===== src/rtl/otp_prog_pkg.sv =====
package otp_prog_pkg;
    typedef enum logic [1:0] {
        ST_INHIBIT = 2'd0,
        ST_CLEAR   = 2'd1,
        ST_WRITE   = 2'd2,
        ST_READ    = 2'd3
    } prog_state_t;

    localparam int MODE_W = 4;
    localparam logic [MODE_W-1:0] CODE_CLEAR = 4'b0101;
    localparam logic [MODE_W-1:0] CODE_WRITE = 4'b1110;
    localparam logic [MODE_W-1:0] CODE_READ  = 4'b1100;

    function automatic prog_state_t decode_mode(input logic [MODE_W-1:0] code);
        prog_state_t s;
        if (code == CODE_CLEAR)      s = ST_CLEAR;
        else if (code == CODE_WRITE) s = ST_WRITE;
        else if (code == CODE_READ)  s = ST_READ;
        else                         s = ST_INHIBIT;
        return s;
    endfunction
endpackage


===== src/rtl/otp_sync.sv =====
module otp_sync #(
    parameter int W      = 1,
    parameter int STAGES = 2
) (
    input  logic         clk,
    input  logic         rst_n,
    input  logic [W-1:0] d,
    output logic [W-1:0] q
);
    logic [W-1:0] pipe [STAGES];

    always_ff @(posedge clk or negedge rst_n) begin
        if (!rst_n) begin
            for (int i = 0; i < STAGES; i++) pipe[i] <= '0;
        end else begin
            pipe[0] <= d;
            for (int i = 1; i < STAGES; i++) pipe[i] <= pipe[i-1];
        end
    end

    assign q = pipe[STAGES-1];
endmodule


===== src/rtl/otp_addr_counter.sv =====
module otp_addr_counter #(
    parameter int ADDR_W          = 10,
    parameter int PULSES_PER_STEP = 4,
    parameter int STEP_AT         = 2
) (
    input  logic              clk,
    input  logic              rst_n,
    input  logic              clr_i,
    input  logic              step_i,
    output logic [ADDR_W-1:0] addr_o
);
    localparam int PC_W = (PULSES_PER_STEP > 1) ? $clog2(PULSES_PER_STEP) : 1;
    localparam logic [PC_W-1:0] PC_LAST = PC_W'(PULSES_PER_STEP - 1);
    localparam logic [PC_W-1:0] PC_HIT  = PC_W'(STEP_AT);

    logic              step_q;
    logic              fall;
    logic [PC_W-1:0]   pcnt_q;
    logic [ADDR_W-1:0] addr_q;

    assign fall = step_q & ~step_i;

    always_ff @(posedge clk or negedge rst_n) begin
        if (!rst_n) step_q <= 1'b0;
        else        step_q <= step_i;
    end

    always_ff @(posedge clk or negedge rst_n) begin
        if (!rst_n) begin
            pcnt_q <= '0;
            addr_q <= '0;
        end else if (clr_i) begin
            pcnt_q <= '0;
            addr_q <= '0;
        end else if (fall) begin
            pcnt_q <= (pcnt_q == PC_LAST) ? '0 : pcnt_q + 1'b1;
            if (pcnt_q == PC_HIT) addr_q <= addr_q + 1'b1;
        end
    end

    assign addr_o = addr_q;

    AST_CLEAR_ZERO: assert property (@(posedge clk) disable iff (!rst_n)
        clr_i |=> (addr_q == '0 && pcnt_q == '0));
    AST_STEP_ON_HIT: assert property (@(posedge clk) disable iff (!rst_n)
        (fall && !clr_i && pcnt_q == PC_HIT) |=> addr_q == $past(addr_q) + 1'b1);
    AST_ADDR_BY_ONE: assert property (@(posedge clk) disable iff (!rst_n)
        !$stable(addr_q) |-> (addr_q == $past(addr_q) + 1'b1 || addr_q == '0));
endmodule


===== src/rtl/otp_mode_fsm.sv =====
module otp_mode_fsm
    import otp_prog_pkg::*;
#(
    parameter int DATA_W = 8
) (
    input  logic              clk,
    input  logic              rst_n,
    input  logic [MODE_W-1:0] mode_i,
    input  logic [DATA_W-1:0] data_i,
    output logic              oe_o,
    output logic              clr_o,
    output logic              we_o,
    output logic [DATA_W-1:0] wdata_o
);
    prog_state_t       state_q, state_d;
    logic              md0_q;
    logic              md0_fall;
    logic              we_q;
    logic [DATA_W-1:0] wdata_q;

    assign state_d  = decode_mode(mode_i);
    assign md0_fall = md0_q & ~mode_i[0];

    // state register
    always_ff @(posedge clk or negedge rst_n) begin
        if (!rst_n) begin
            state_q <= ST_INHIBIT;
            md0_q   <= 1'b0;
        end else begin
            state_q <= state_d;
            md0_q   <= mode_i[0];
        end
    end

    // write strobe and captured data
    always_ff @(posedge clk or negedge rst_n) begin
        if (!rst_n) begin
            we_q    <= 1'b0;
            wdata_q <= '0;
        end else begin
            we_q <= md0_fall && (state_d == ST_WRITE);
            if (md0_fall && (state_d == ST_WRITE)) wdata_q <= data_i;
        end
    end

    // outputs per state
    always_comb begin
        oe_o  = 1'b0;
        clr_o = 1'b0;
        unique case (state_q)
            ST_INHIBIT: ;
            ST_CLEAR:   clr_o = 1'b1;
            ST_WRITE:   ;
            ST_READ:    oe_o  = 1'b1;
        endcase
    end

    assign we_o    = we_q;
    assign wdata_o = wdata_q;

    AST_WE_SINGLE: assert property (@(posedge clk) disable iff (!rst_n)
        we_q |=> !we_q);
    AST_WE_IN_WRITE: assert property (@(posedge clk) disable iff (!rst_n)
        we_q |-> (state_q == ST_WRITE && !oe_o));
    AST_OE_READ: assert property (@(posedge clk) disable iff (!rst_n)
        (mode_i == CODE_READ) |=> oe_o);
    AST_OE_RELEASE: assert property (@(posedge clk) disable iff (!rst_n)
        (mode_i != CODE_READ) |=> !oe_o);
endmodule


===== src/rtl/otp_prog_seq.sv =====
module otp_prog_seq
    import otp_prog_pkg::*;
#(
    parameter int ADDR_W          = 10,
    parameter int DATA_W          = 8,
    parameter int PULSES_PER_STEP = 4,
    parameter int STEP_AT         = 2,
    parameter int SYNC_STAGES     = 2
) (
    input  logic              clk,
    input  logic              rst_n,
    input  logic              step_clk,
    input  logic [3:0]        mode_pins,
    input  logic [DATA_W-1:0] data_in,
    output logic [DATA_W-1:0] data_out,
    output logic              data_oe,
    output logic [ADDR_W-1:0] arr_addr,
    output logic              arr_we,
    output logic [DATA_W-1:0] arr_wdata,
    input  logic [DATA_W-1:0] arr_rdata
);
    logic              step_s;
    logic [MODE_W-1:0] mode_s;
    logic              clr;
    logic              oe;

    otp_sync #(.W(1), .STAGES(SYNC_STAGES)) u_step_sync (
        .clk(clk), .rst_n(rst_n), .d(step_clk), .q(step_s)
    );
    otp_sync #(.W(MODE_W), .STAGES(SYNC_STAGES)) u_mode_sync (
        .clk(clk), .rst_n(rst_n), .d(mode_pins), .q(mode_s)
    );

    otp_mode_fsm #(.DATA_W(DATA_W)) u_fsm (
        .clk(clk), .rst_n(rst_n), .mode_i(mode_s), .data_i(data_in),
        .oe_o(oe), .clr_o(clr), .we_o(arr_we), .wdata_o(arr_wdata)
    );

    otp_addr_counter #(
        .ADDR_W(ADDR_W), .PULSES_PER_STEP(PULSES_PER_STEP), .STEP_AT(STEP_AT)
    ) u_cnt (
        .clk(clk), .rst_n(rst_n), .clr_i(clr), .step_i(step_s), .addr_o(arr_addr)
    );

    assign data_oe  = oe;
    assign data_out = oe ? arr_rdata : '0;

    AST_BUS_QUIET: assert property (@(posedge clk) disable iff (!rst_n)
        !data_oe |-> data_out == '0);
endmodule


===== config.mk =====
export PLATFORM = sky130hd
export DESIGN_NAME = otp_prog_seq
export DESIGN_NICKNAME = d
export VERILOG_FILES = /design/src/rtl/otp_prog_pkg.sv /design/src/rtl/otp_sync.sv /design/src/rtl/otp_addr_counter.sv /design/src/rtl/otp_mode_fsm.sv /design/src/rtl/otp_prog_seq.sv
export SDC_FILE = /design/constraint.sdc
export NUM_CORES = 1
export LEC_CHECK = 0
export ABC_CLOCK_PERIOD_IN_PS = 1480
export BUFFER_PORTS_ARGS = -buffer_cell sky130_fd_sc_hd__buf_2
export CAP_MARGIN = 5
export CORE_ASPECT_RATIO = 0.75
export CORE_MARGIN = 2
export CORE_UTILIZATION = 35
export DETAILED_ROUTE_END_ITERATION = 7
export GPL_ROUTABILITY_DRIVEN = 0
export GPL_TIMING_DRIVEN = 0
export HOLD_SLACK_MARGIN = 0.08
export MAX_ROUTING_LAYER = met4
export SLEW_MARGIN = 20
export SYNTH_ARGS = -nofsm -noshare
export SYNTH_HDL_FRONTEND = slang
export SYNTH_SLANG_ARGS = --single-unit

===== constraint.sdc =====
create_clock -name clk -period 1.48 [get_ports clk]
set_input_delay 0.148 -clock clk [delete_from_list [all_inputs] [get_ports clk]]
set_output_delay 0.148 -clock clk [all_outputs]
set_load 0.02 [all_outputs]

Word level (Yosys, flattened, before mapping)
Cells that the tools add are included.
{"block": "totals", "regBits": 35, "latchBits": 0, "mem_bits_rw": 0, "mem_bits_ro": 0, "input_bits": 23, "output_inout_bits": 28, "memories": 0}
{"block": "op_classes", "n_addsub": 2, "mul": 0, "n_div": 0, "n_lt_le_gt_ge": 0, "n_eq_ne": 8, "shifts": 0, "muxes": 12, "bitwise_logic": 4, "n_reduce_logical": 4}
{"cell": "$mux W10", "n": 3}
{"cell": "$mux W2", "n": 6}
{"cell": "$add A10 B1 Y10 const B", "n": 1}
{"cell": "$eq A2 B2 Y1 const B", "n": 4}
{"cell": "$eq A4 B4 Y1 const B", "n": 2}
{"cell": "$mux W8", "n": 1}
{"cell": "$eq A4 B3 Y1 const B", "n": 1}
{"cell": "$reduce_bool A2 Y1", "n": 2}
{"cell": "$add A2 B1 Y2 const B", "n": 1}
{"cell": "$and A1 B1 Y1", "n": 2}
{"cell": "$eq A2 B1 Y1 const B", "n": 1}
{"cell": "$mux W1", "n": 2}
{"cell": "$not A1 Y1", "n": 2}
{"cell": "$reduce_and A2 Y1", "n": 1}
{"cell": "$logic_and A1 B1 Y1", "n": 1}

Depth between registers and ports, before layout
Gate-level depths: netlist of run 1.
{"block": "logic_depth", "word_depth": 6, "ltp_mapped": 5, "depth_no_buf": 5}

By module
From an unflattened synthesis of run 1, not the netlist that was laid out.
{"block": "unflattened", "hier_cells": 112, "hier_area_um2": 1470.2}
{"mod": "otp_addr_counter", "n_inst": 1, "cells_per_inst": 63, "area_per_inst_um2": 659.4, "seq_area_each_um2": 325.3}
{"mod": "otp_mode_fsm", "n_inst": 1, "cells_per_inst": 27, "area_per_inst_um2": 480.5, "seq_area_each_um2": 300.3}
{"mod": "otp_sync at u_mode_sync", "n_inst": 1, "cells_per_inst": 12, "area_per_inst_um2": 230.2, "seq_area_each_um2": 200.2}
{"mod": "otp_prog_seq", "n_inst": 1, "cells_per_inst": 8, "area_per_inst_um2": 50.0, "seq_area_each_um2": 0.0}
{"mod": "otp_sync at u_step_sync", "n_inst": 1, "cells_per_inst": 2, "area_per_inst_um2": 50.0, "seq_area_each_um2": 50.0}

Least setup slack after synthesis of run 1
No wires, ideal clock.
{"block": "synth_path", "path_type": "flip-flop to flip-flop", "start": "reg u_cnt.pcnt_q[0]", "end": "reg u_cnt.addr_q[8], in the netlist u_cnt.addr_o[8]", "setup_time_ns": 0.078, "arrival_ns": 1.426, "required_time_ns": 1.402, "setup_slack_ns": -0.024, "stages_incl_launch_ff": 6, "path_buffers": 0, "period_less_slack_ns": 1.504, "cell_sequence": "dfrtp_1 > inv_1 > ha_1 > nand4b_1 > or4_1 > a21oi_1"}
{"block": "synth_via", "elab_chain_len": 3}
{"element": "from (decl)", "line_no": "otp_addr_counter.sv:18", "source": "logic [PC_W-1:0] pcnt_q;"}
{"element": "from (signal assigned)", "line_no": "otp_addr_counter.sv:36", "source": "pcnt_q <= (pcnt_q == PC_LAST) ? '0 : pcnt_q + 1'b1;"}
{"element": "$eq A2 B2 Y1", "line_no": "otp_addr_counter.sv:37", "source": "if (pcnt_q == PC_HIT) addr_q <= addr_q + 1'b1;"}
{"element": "$reduce_bool A2 Y1 (no source line)"}
{"element": "$reduce_and A2 Y1 (no source line)"}
{"element": "to (signal assigned)", "line_no": "otp_addr_counter.sv:37"}
{"element": "to (decl)", "line_no": "otp_addr_counter.sv:19", "source": "logic [ADDR_W-1:0] addr_q;"}
No other way between the ends.
A chain may end at the register's enable or synchronous reset.

Worst setup path after layout of run 1
Same ends and word-level chain as after synthesis.

==> impl_metrics.toml, run 1 <==
[status]
status = "finished with violations"
violations = "setup timing"

[clock_network]
root_buffer = "clkbuf_8"
insertion_delay_ns = 0.29
clock-sinks = 35
numCtsBuffers = 5
clockBufferDepth = 2
cts_tree = "built"
path_clk_slew_ns = 0.07
cts_max_level = 2

[final_layout]
final_area_mm2 = 0.00198
nets = 209
num_antenna_cells = 0
fillers = 345
fin_util_pct = 52.8
drive_above_1_share_pct = 42.9
area_delta_synth_final_pct = 40.8

[worst_setup_path]
crit_type = "flip-flop to flip-flop"
crit_path_end_kind = "flip-flop"
crit_path_start_kind = "flip-flop"
cp_data_required_time_ns = 1.70
critical_path_arrival_ns = 1.80
path_max_fanout = 6

[timing]
slew_viol_final = 0
tightest_slew_ns = 0.750
min_period_ns = 1.58
timing.fmax_mhz = 632
post-route-period-util_pct = 107
slew_headroom_pct = 50.0
hold_violations = 0
skew_ns = 0.00513
fin_tns_setup_ns = -0.251
finalSetupViolations = 3
rsz0062_at_grt = "true"
fin_ws_ns = -0.102

[floorplanning]
die-width_um = 77.3
dieArea_mm2 = 0.00455
initial_core_util_pct = 37.5
core-area_mm2 = 0.00376
io_pins = 51
die_h_um = 58.9
rows = 19

[placed_design]
place_area_mm2 = 0.00173
numPortBuffers = 50
dp_slack_ns = -0.134
hpwlAfterDp_um = 2060

[power_and_ir_drop]
ir_worst_vdd_uv = 761
p_sw_share_pct = 29.7
power_leakage_nw = 1.04
p_sw_w = 0.000727
power_frac_clock_pct = 29.8
combPwrFrac_pct = 22.8
internal_power_w = 0.00172
pwr-share-seq_pct = 47.5
powerDensity_mw_per_mm2 = 1240

[synth]
synth_most_common_cell = "dfrtp_1"
ys_ff_latch = 35
synth_nets = 138
netlist_area_mm2 = 0.00141
synthDistinctLibCells = 29
synthTopCellsByArea = "dfrtp_1, mux2_2, and3_1, mux2i_1, ha_1"
seq_area_frac_synth_pct = 62.2
syn_inst = 112
synth_ff_type = "dfrtp_1"
yosys_warnings = 0
synth_top_cell_by_area = "dfrtp_1"
synth_common_cells = "dfrtp_1, and3_1, mux2_2"
syn_avg_cell_area_um2 = 12.6
synth-edff-count = 0
synth_top_area_share_pct = 62.2
async_flop_share_pct = 100

[routing]
wirelength_um = 2910
wire_per_inst_um = 12.3
vias = 1106
ant_nets = 0
drc = 0
viasPerCell = 4.69
drt_iter0_markers = 45
drt_first_pass_iters = 4

[grt]
overflow = 0
first_global_vias = 1092
grt_pass1_wl_um = 4940
grt_start_max_net_pins = 36
grt.total_usage_pct = 14.9
antenna_found_initial = 0

[min_path]
hold_class = "input port to flip-flop"

[flow_run]
cap_violations = 0
==> cell usage in the layout (no fill, tap or decap), types with 5 or more instances in the layout <==
cell type / instances
a21oi_1: 5
mux2_2: 8
dfrtp_1: 35
buf_4: 6
mux2i_1: 5
clkbuf_8: 6
nand2_1: 5
and3_1: 9
nor2_1: 6
dlygate4sd3_1: 9
buf_2: 50
==> power groups by stage <==
stage | Sequential (W) | Clock, W | Combinational, W
finish | 0.00116 | 0.000730 | 0.000558
global route | 0.00118 | 0.000798 | 0.000620
CTS | 0.00116 | 0.000756 | 0.000532
detailed placement | 0.00118 | 0 | 0.000452
global placement | 0.00117 | 0 | 0.000426
floorplan | 0.00126 | 0 | 0.000187
==> path summary, 6_finish.rpt <==
path / cells past startpoint / from / to / slack, ns
min reg2reg: 0 / u_mode_sync.pipe[7] / u_mode_sync.q[3] / 0.35
min in group asynchronous: 2 / rst_n / u_fsm.state_q[0] / 0.47
max: 5 / u_cnt.pcnt_q[0] / u_cnt.addr_o[8] / -0.10
max in group asynchronous: 2 / rst_n / u_fsm.state_q[1] / 0.54
min: 2 / data_in[1] / u_fsm.wdata_o[1] / 0.09
max reg2reg: 5 / u_cnt.pcnt_q[0] / u_cnt.addr_o[8] / -0.10
==> final cells by class <==
class	instances	area (µm²)	area share (%)
flip-flops and latches	35	876	44.2
clock buffers	6	82.6	4.16
inverters	3	11.3	0.568
multi-input cells	70	527	26.6
plain buffers	3	20.0	1.01
clock inverters	2	16.3	0.820
well taps	52	65.1	3.28
repair buffers	65	385	19.4
==> what timing repair did <==
action | 4_1_cts | 5_1_grt
setup buffers | 2 | 4
endpoints found under the setup margin | 14 | 24
resized for setup | 4 | 3
endpoints found under the hold margin | 43 | 0
pin swaps | 1 | 3
hold buffers | 9 | 0
==> per-stage QoR <==
| stage | instances | hold slack [ns] | total power, W |
|---|---|---|---|
| final | 236 | 0.0919 | 0.00245 |
| after global routing | 236 | 0.0831 | 0.00260 |
| after CTS | 233 | 0.0803 | 0.00245 |
| after detailed placement | 214 | 0.258 | 0.00163 |
| after global placement | 214 | 0.244 | 0.00159 |
| after floorplan | 112 | -0.148 | 0.00144 |
==> critical path, stage by stage, from the launching register on <==
cell      delay, ns
dfrtp_1        0.40
inv_2          0.08
ha_4           0.16
nand4b_1       0.21
or4_1          0.55
a21oi_1        0.12
==> sequential cells by signal, summed over array words and instances, names as in the netlist, 2 cells and up <==
signal	count
u_cnt.addr_o	10
u_fsm.wdata_o	8
u_cnt.pcnt_q	2
u_mode_sync.q	4
u_fsm.state_q	2
u_mode_sync.pipe	4
==> metal layers <==
layer / up-vias / global-route usage (%) / routed length (µm)
met1: 532 / 16.4 / 1220
met5: - / - / 0
met3: 7 / 4.60 / 155
met4: 0 / 8.42 / 76
li1: 535 / - / -
met2: 32 / 24.6 / 1460
==> logic make-up after synthesis <==
kind of cell	synth area share, %
fa+ha+maj	2.66
flops	62.2
mux	9.95
xor+xnor	1.87
buf+inv	1.95
simple gates	17.5
compound gates	3.91
Power figures use the tool's default switching activity.
==> run 2, diff against run 1 <==
==> constraint.sdc (replaced) <==
create_clock -name clk -period 1.48 [get_ports clk]
set_input_delay 0.222 -clock clk [delete_from_list [all_inputs] [get_ports clk]]
set_output_delay 0.222 -clock clk [all_outputs]
set_load 0.02 [all_outputs]
==> run 2 against run 1 <==
  * The flow still finishes with violations (setup timing)
  * Final area shrank 1.5%
  * Sequential share of layout area grew 0.68 points
  * Fmax about the same
  * Clock skew about the same
  * Via count shrank 0.90%
  * Largest power group unchanged
  * Global-route usage decreased by 0.070 points
  * Setup slack about the same
  * Non-clock buffer count decreased by 3
  * Flip-flop and latch count unchanged
  * Clock power hardly changed
  * Register-to-register slack barely moved
==> impl_metrics.toml, run 2 (synthesized netlist as in run 1, its figures left out) <==
[grt]
antenna_found_initial = 0
grt.total_usage_pct = 14.8
overflow = 0
grt_pass1_wl_um = 4930
grt_start_max_net_pins = 36
first_global_vias = 1084

[placed_design]
place_inst = 214
place_area_mm2 = 0.00173
numPortBuffers = 50
hpwlAfterDp_um = 2060

[worst_setup_path]
crit_chain = "inv_2, ha_4, nand4b_1, or4_1, a21oi_1"
crit_path_end_kind = "flip-flop"
critical_path_arrival_ns = 1.80
path_buf_inv = 1
rrSetupSlack_ns = -0.10
reg2reg_depth = 5
critPathMaxStageDelay_ns = 0.55
path_max_fanout = 6
slowest_stage = "or4_1"
cp_data_required_time_ns = 1.70
crit_type = "flip-flop to flip-flop"
r2r-end = "u_cnt.addr_o[8]"
timing.rr.start = "u_cnt.pcnt_q[0]"
crit_path_start_kind = "flip-flop"
cp_top_family = "simple AND/OR/NAND/NOR gates"

[min_path]
hold_class = "input port to flip-flop"
worstHoldStart = "data_in[5]"
worst_hold_path.endpoint = "u_fsm.wdata_o[5]"
hold-path-cell-count = 2

[floorplanning]
io_pins = 51
die_h_um = 58.9
dieArea_mm2 = 0.00455
initial_core_util_pct = 37.5
rows = 19
core-area_mm2 = 0.00376
die-width_um = 77.3

[routing]
viasPerCell = 4.70
wire_per_inst_um = 12.5
drt_iter0_markers = 10
ant_nets = 0
vias = 1096
drt_first_pass_iters = 3
wirelength_um = 2910
drc = 0

[final_layout]
mostFrequentLayoutCells = "buf_2, dfrtp_1, and3_1"
nets = 206
fillers = 353
final_common_cell = "buf_2"
final_area_mm2 = 0.00195
num_antenna_cells = 0
finalNonFillerCells = 233
area_delta_synth_final_pct = 38.6
fin_util_pct = 52.0
drive_above_1_share_pct = 43.6
largest_reg_flops = 10

[timing]
post-route-period-util_pct = 107
slew_viol_final = 0
min_period_ns = 1.58
rsz0062_at_grt = "true"
finalSetupViolations = 8
fin_hold_ws_ns = 0.161
skew_ns = 0.00534
fin_ws_ns = -0.102
timing.fmax_mhz = 632
slew_headroom_pct = 49.2
hold_violations = 0
tightest_slew_ns = 0.762

[clock_network]
numCtsBuffers = 5
root_buffer = "clkbuf_8"
cts_max_level = 2
clockBufferDepth = 2
insertion_delay_ns = 0.29
path_clk_slew_ns = 0.07
clock-sinks = 35
cts_tree = "built"

[power_and_ir_drop]
powerDensity_mw_per_mm2 = 1250
ir_worst_vdd_uv = 792
power_leakage_nw = 1.03

[flow_run]
cap_violations = 0

[status]
violations = "setup timing"
status = "finished with violations"
## run 2: cell types whose count changed in the layout (fill, tap and decap cells not counted)
cell,change
dlygate4sd3_1,-3
## run 2: through the flow
stage	worst slack, ns	total power [W]	TNS, ns
after floorplan	-0.0126	0.00144	-0.0126
after global placement	-0.100	0.00159	-0.288
after detailed placement	-0.134	0.00163	-0.606
after CTS	-0.0853	0.00245	-0.297
after global routing	-0.204	0.00259	-1.45
final	-0.102	0.00244	-0.309
## run 2: final cells by class
| class | count | area [µm²] | area share, % |
|---|---|---|---|
| clock buffers | 6 | 82.6 | 4.23 |
| plain buffers | 3 | 20.0 | 1.02 |
| well taps | 52 | 65.1 | 3.33 |
| clock inverters | 2 | 16.3 | 0.833 |
| repair buffers | 62 | 355 | 18.2 |
| multi-input cells | 70 | 527 | 27.0 |
| inverters | 3 | 11.3 | 0.577 |
| flip-flops and latches | 35 | 876 | 44.8 |
## run 2: worst reg2reg max path, cell delays in order, from the launching register on
cell and delay (ns):
dfrtp_1 0.40, inv_2 0.08, ha_4 0.15, nand4b_1 0.21, or4_1 0.55, a21oi_1 0.12
## run 2: timing repair
action | CTS | global route
pin swaps | 1 | 3
setup endpoints to repair | 19 | 24
endpoints found under the hold margin | 40 | 0
setup buffers | 2 | 4
hold buffers | 6 | 0
resized for setup | 4 | 3
## run 2: worst max path at each step
stage                     from  slack, ns  cells after the start              end
2_1_floorplan  u_cnt.pcnt_q[0]      -0.01                      5  u_cnt.addr_o[8]
3_3_place_gp   u_cnt.pcnt_q[0]       -0.1                      5  u_cnt.addr_o[8]
3_5_place_dp   u_cnt.pcnt_q[0]      -0.13                      5  u_cnt.addr_o[8]
4_1_cts        u_cnt.pcnt_q[0]      -0.09                      5  u_cnt.addr_o[8]
5_1_grt        u_cnt.pcnt_q[0]      -0.20                      5  u_cnt.addr_o[8]
6_report       u_cnt.pcnt_q[0]      -0.10                      5  u_cnt.addr_o[8]
## run 2: layer usage
layer  share of wire (%)  track usage, %  up-vias
li1                    -               -      530
met1                  42            16.4      527
met2                  49            24.3       32
met3                 5.9            4.60        7
met4                 2.6            8.42        0
met5                   0               -        -
## run 2: power breakdown
part           total [W]  internal (W)  switching [W]
registers        0.00116       0.00107      0.0000889
clock network   0.000728      0.000379       0.000348
logic           0.000554      0.000267       0.000287
==> run 3, diff against run 2 <==
--- a/config.mk
+++ b/config.mk
@@ -8,14 +8,18 @@
 export ABC_CLOCK_PERIOD_IN_PS = 1480
 export BUFFER_PORTS_ARGS = -buffer_cell sky130_fd_sc_hd__buf_2
 export CAP_MARGIN = 5
+export CELL_PAD_IN_SITES_DETAIL_PLACEMENT = 1
+export CELL_PAD_IN_SITES_GLOBAL_PLACEMENT = 1
 export CORE_ASPECT_RATIO = 0.75
 export CORE_MARGIN = 2
-export CORE_UTILIZATION = 35
+export CORE_UTILIZATION = 33
+export CTS_CLUSTER_DIAMETER = 50
 export DETAILED_ROUTE_END_ITERATION = 7
 export GPL_ROUTABILITY_DRIVEN = 0
 export GPL_TIMING_DRIVEN = 0
 export HOLD_SLACK_MARGIN = 0.08
 export MAX_ROUTING_LAYER = met4
+export PLACE_DENSITY_LB_ADDON = 0.1
 export SLEW_MARGIN = 20
 export SYNTH_ARGS = -nofsm -noshare
 export SYNTH_HDL_FRONTEND = slang
==> run 3 against run 2 <==
  * The run still ends with setup timing left
  * First-iteration DRC count rose by 130%
  * Register-to-register slack barely moved
  * Critical path depth did not move
  * Non-clock buffer count rose by 1
  * Routed wire length rose by 8.6%
  * Clock-buffer cell count did not move
  * Global-route usage rose by 0.77 points
  * Clock skew fell by 0.00073 ns
  * Sequential power barely moved
  * Highest routed layer unchanged
==> impl_metrics.toml, run 3 (synthesized netlist as in run 1, its figures left out) <==
[final_layout]
num_antenna_cells = 0
final_common_cell = "buf_2"
mostFrequentLayoutCells = "buf_2, dfrtp_1, and3_1"
fillers = 448
fin_util_pct = 48.8
final_area_mm2 = 0.00199
nets = 207
largest_reg_flops = 10
drive_above_1_share_pct = 45.6
area_delta_synth_final_pct = 41.2

[placed_design]
hpwlAfterDp_um = 2270
numPortBuffers = 50
place_area_mm2 = 0.00173

[timing]
slew_headroom_pct = 50.1
fin_ws_ns = -0.104
rsz0062_at_grt = "true"
skew_ns = 0.00461
hold_violations = 0
post-route-period-util_pct = 107
finalSetupViolations = 5
slew_viol_final = 0
tightest_slew_ns = 0.748
min_period_ns = 1.58
timing.fmax_mhz = 631

[grt]
antenna_found_initial = 0
overflow = 0
grt.total_usage_pct = 15.6
first_global_vias = 1191
grt_pass1_wl_um = 5500
grt_start_max_net_pins = 36

[power_and_ir_drop]
powerDensity_mw_per_mm2 = 1220
ir_worst_vdd_uv = 546
power_leakage_nw = 1.04

[clock_network]
root_buffer = "clkbuf_8"
numCtsBuffers = 5
cts_max_level = 2
clockBufferDepth = 2
clock-sinks = 35
cts_tree = "built"
path_clk_slew_ns = 0.07
insertion_delay_ns = 0.28

[worst_setup_path]
crit_path_end_kind = "flip-flop"
path_max_fanout = 6
critical_path_arrival_ns = 1.79
cp_data_required_time_ns = 1.69
crit_path_start_kind = "flip-flop"
crit_type = "flip-flop to flip-flop"

[floorplanning]
die-width_um = 79.4
io_pins = 51
initial_core_util_pct = 34.5
rows = 20
die_h_um = 60.6
core-area_mm2 = 0.00408
dieArea_mm2 = 0.00481

[routing]
viasPerCell = 4.75
wirelength_um = 3160
drt_iter0_markers = 23
wire_per_inst_um = 13.3
drt_first_pass_iters = 4
vias = 1125
drc = 0
ant_nets = 0

[flow_run]
cap_violations = 0

[status]
violations = "setup timing"
status = "finished with violations"

[min_path]
hold_class = "input port to flip-flop"
## run 3: changes by cell type in the layout (fill, tap and decap cells not counted)
cell / change
a21oi_1: -1
a21oi_2: +1
buf_1: +1
nor4_1: -2
nor4_2: +1
nor4_4: +1
or4_1: -1
or4_4: +1
## run 3: where the power goes
part / switching (W) / total, W / leakage, nW / internal (W)
clock: 0.000352 / 0.000731 / 0.0474 / 0.000380
combinational: 0.000288 / 0.000535 / 0.555 / 0.000247
sequential: 0.0000886 / 0.00116 / 0.442 / 0.00107
total: 0.000728 / 0.00243 / 1.04 / 0.00170
## run 3: metrics by stage
stage	hold slack [ns]	setup slack [ns]	power [W]	cells	setup TNS, ns
after floorplan	-0.0736	-0.0126	0.00144	112	-0.0126
after CTS	0.160	-0.159	0.00246	235	-0.419
after detailed placement	0.333	-0.194	0.00164	217	-0.693
after global routing	0.160	-0.152	0.00260	237	-1.62
final	0.167	-0.104	0.00243	237	-0.147
after global placement	0.331	-0.123	0.00160	217	-0.436
## run 3: final timing paths
kind | end | slack [ns] | depth (start not counted) | start
max in group asynchronous | u_cnt.addr_o[7] | 0.46 | 2 | rst_n
min reg2reg | u_step_sync.q | 0.35 | 0 | u_step_sync.pipe[1]
max | u_cnt.addr_o[8] | -0.10 | 5 | u_cnt.pcnt_q[0]
min in group asynchronous | u_mode_sync.pipe[6] | 0.54 | 2 | rst_n
max reg2reg | u_cnt.addr_o[8] | -0.10 | 5 | u_cnt.pcnt_q[0]
min | u_fsm.wdata_o[2] | 0.17 | 2 | data_in[2]
## run 3: what timing repair did
action / in CTS / in global routing
buffers inserted: 4 / 2
gates resized for setup: 6 / 7
endpoints found under the hold margin: 40 / 0
endpoints found under the setup margin: 19 / 22
pin swaps: 3 / 3
hold buffers: 6 / 0
## run 3: per-layer routing
| metal | vias up | global-route usage [%] | wire (µm) |
|---|---|---|---|
| met3 | 4 | 4.02 | 137 |
| met2 | 29 | 26.7 | 1630 |
| met4 | 0 | 5.17 | 22 |
| met1 | 559 | 18.3 | 1370 |
| li1 | 533 | - | - |
| met5 | - | - | 0 |
## run 3: critical path, cell delays in order, from the launching register on
cell,delay (ns)
dfrtp_1,0.39
inv_2,0.07
ha_4,0.13
nand4b_1,0.23
or4_4,0.56
a21oi_2,0.13
## run 3: cell type report
| class | count | area, µm² | area share, % |
|---|---|---|---|
| inverters | 3 | 11.3 | 0.566 |
| clock inverters | 2 | 16.3 | 0.818 |
| plain buffers | 4 | 23.8 | 1.19 |
| flip-flops and latches | 35 | 876 | 44.0 |
| repair buffers | 62 | 355 | 17.9 |
| well taps | 55 | 68.8 | 3.46 |
| multi-input cells | 70 | 556 | 27.9 |
| clock buffers | 6 | 82.6 | 4.15 |
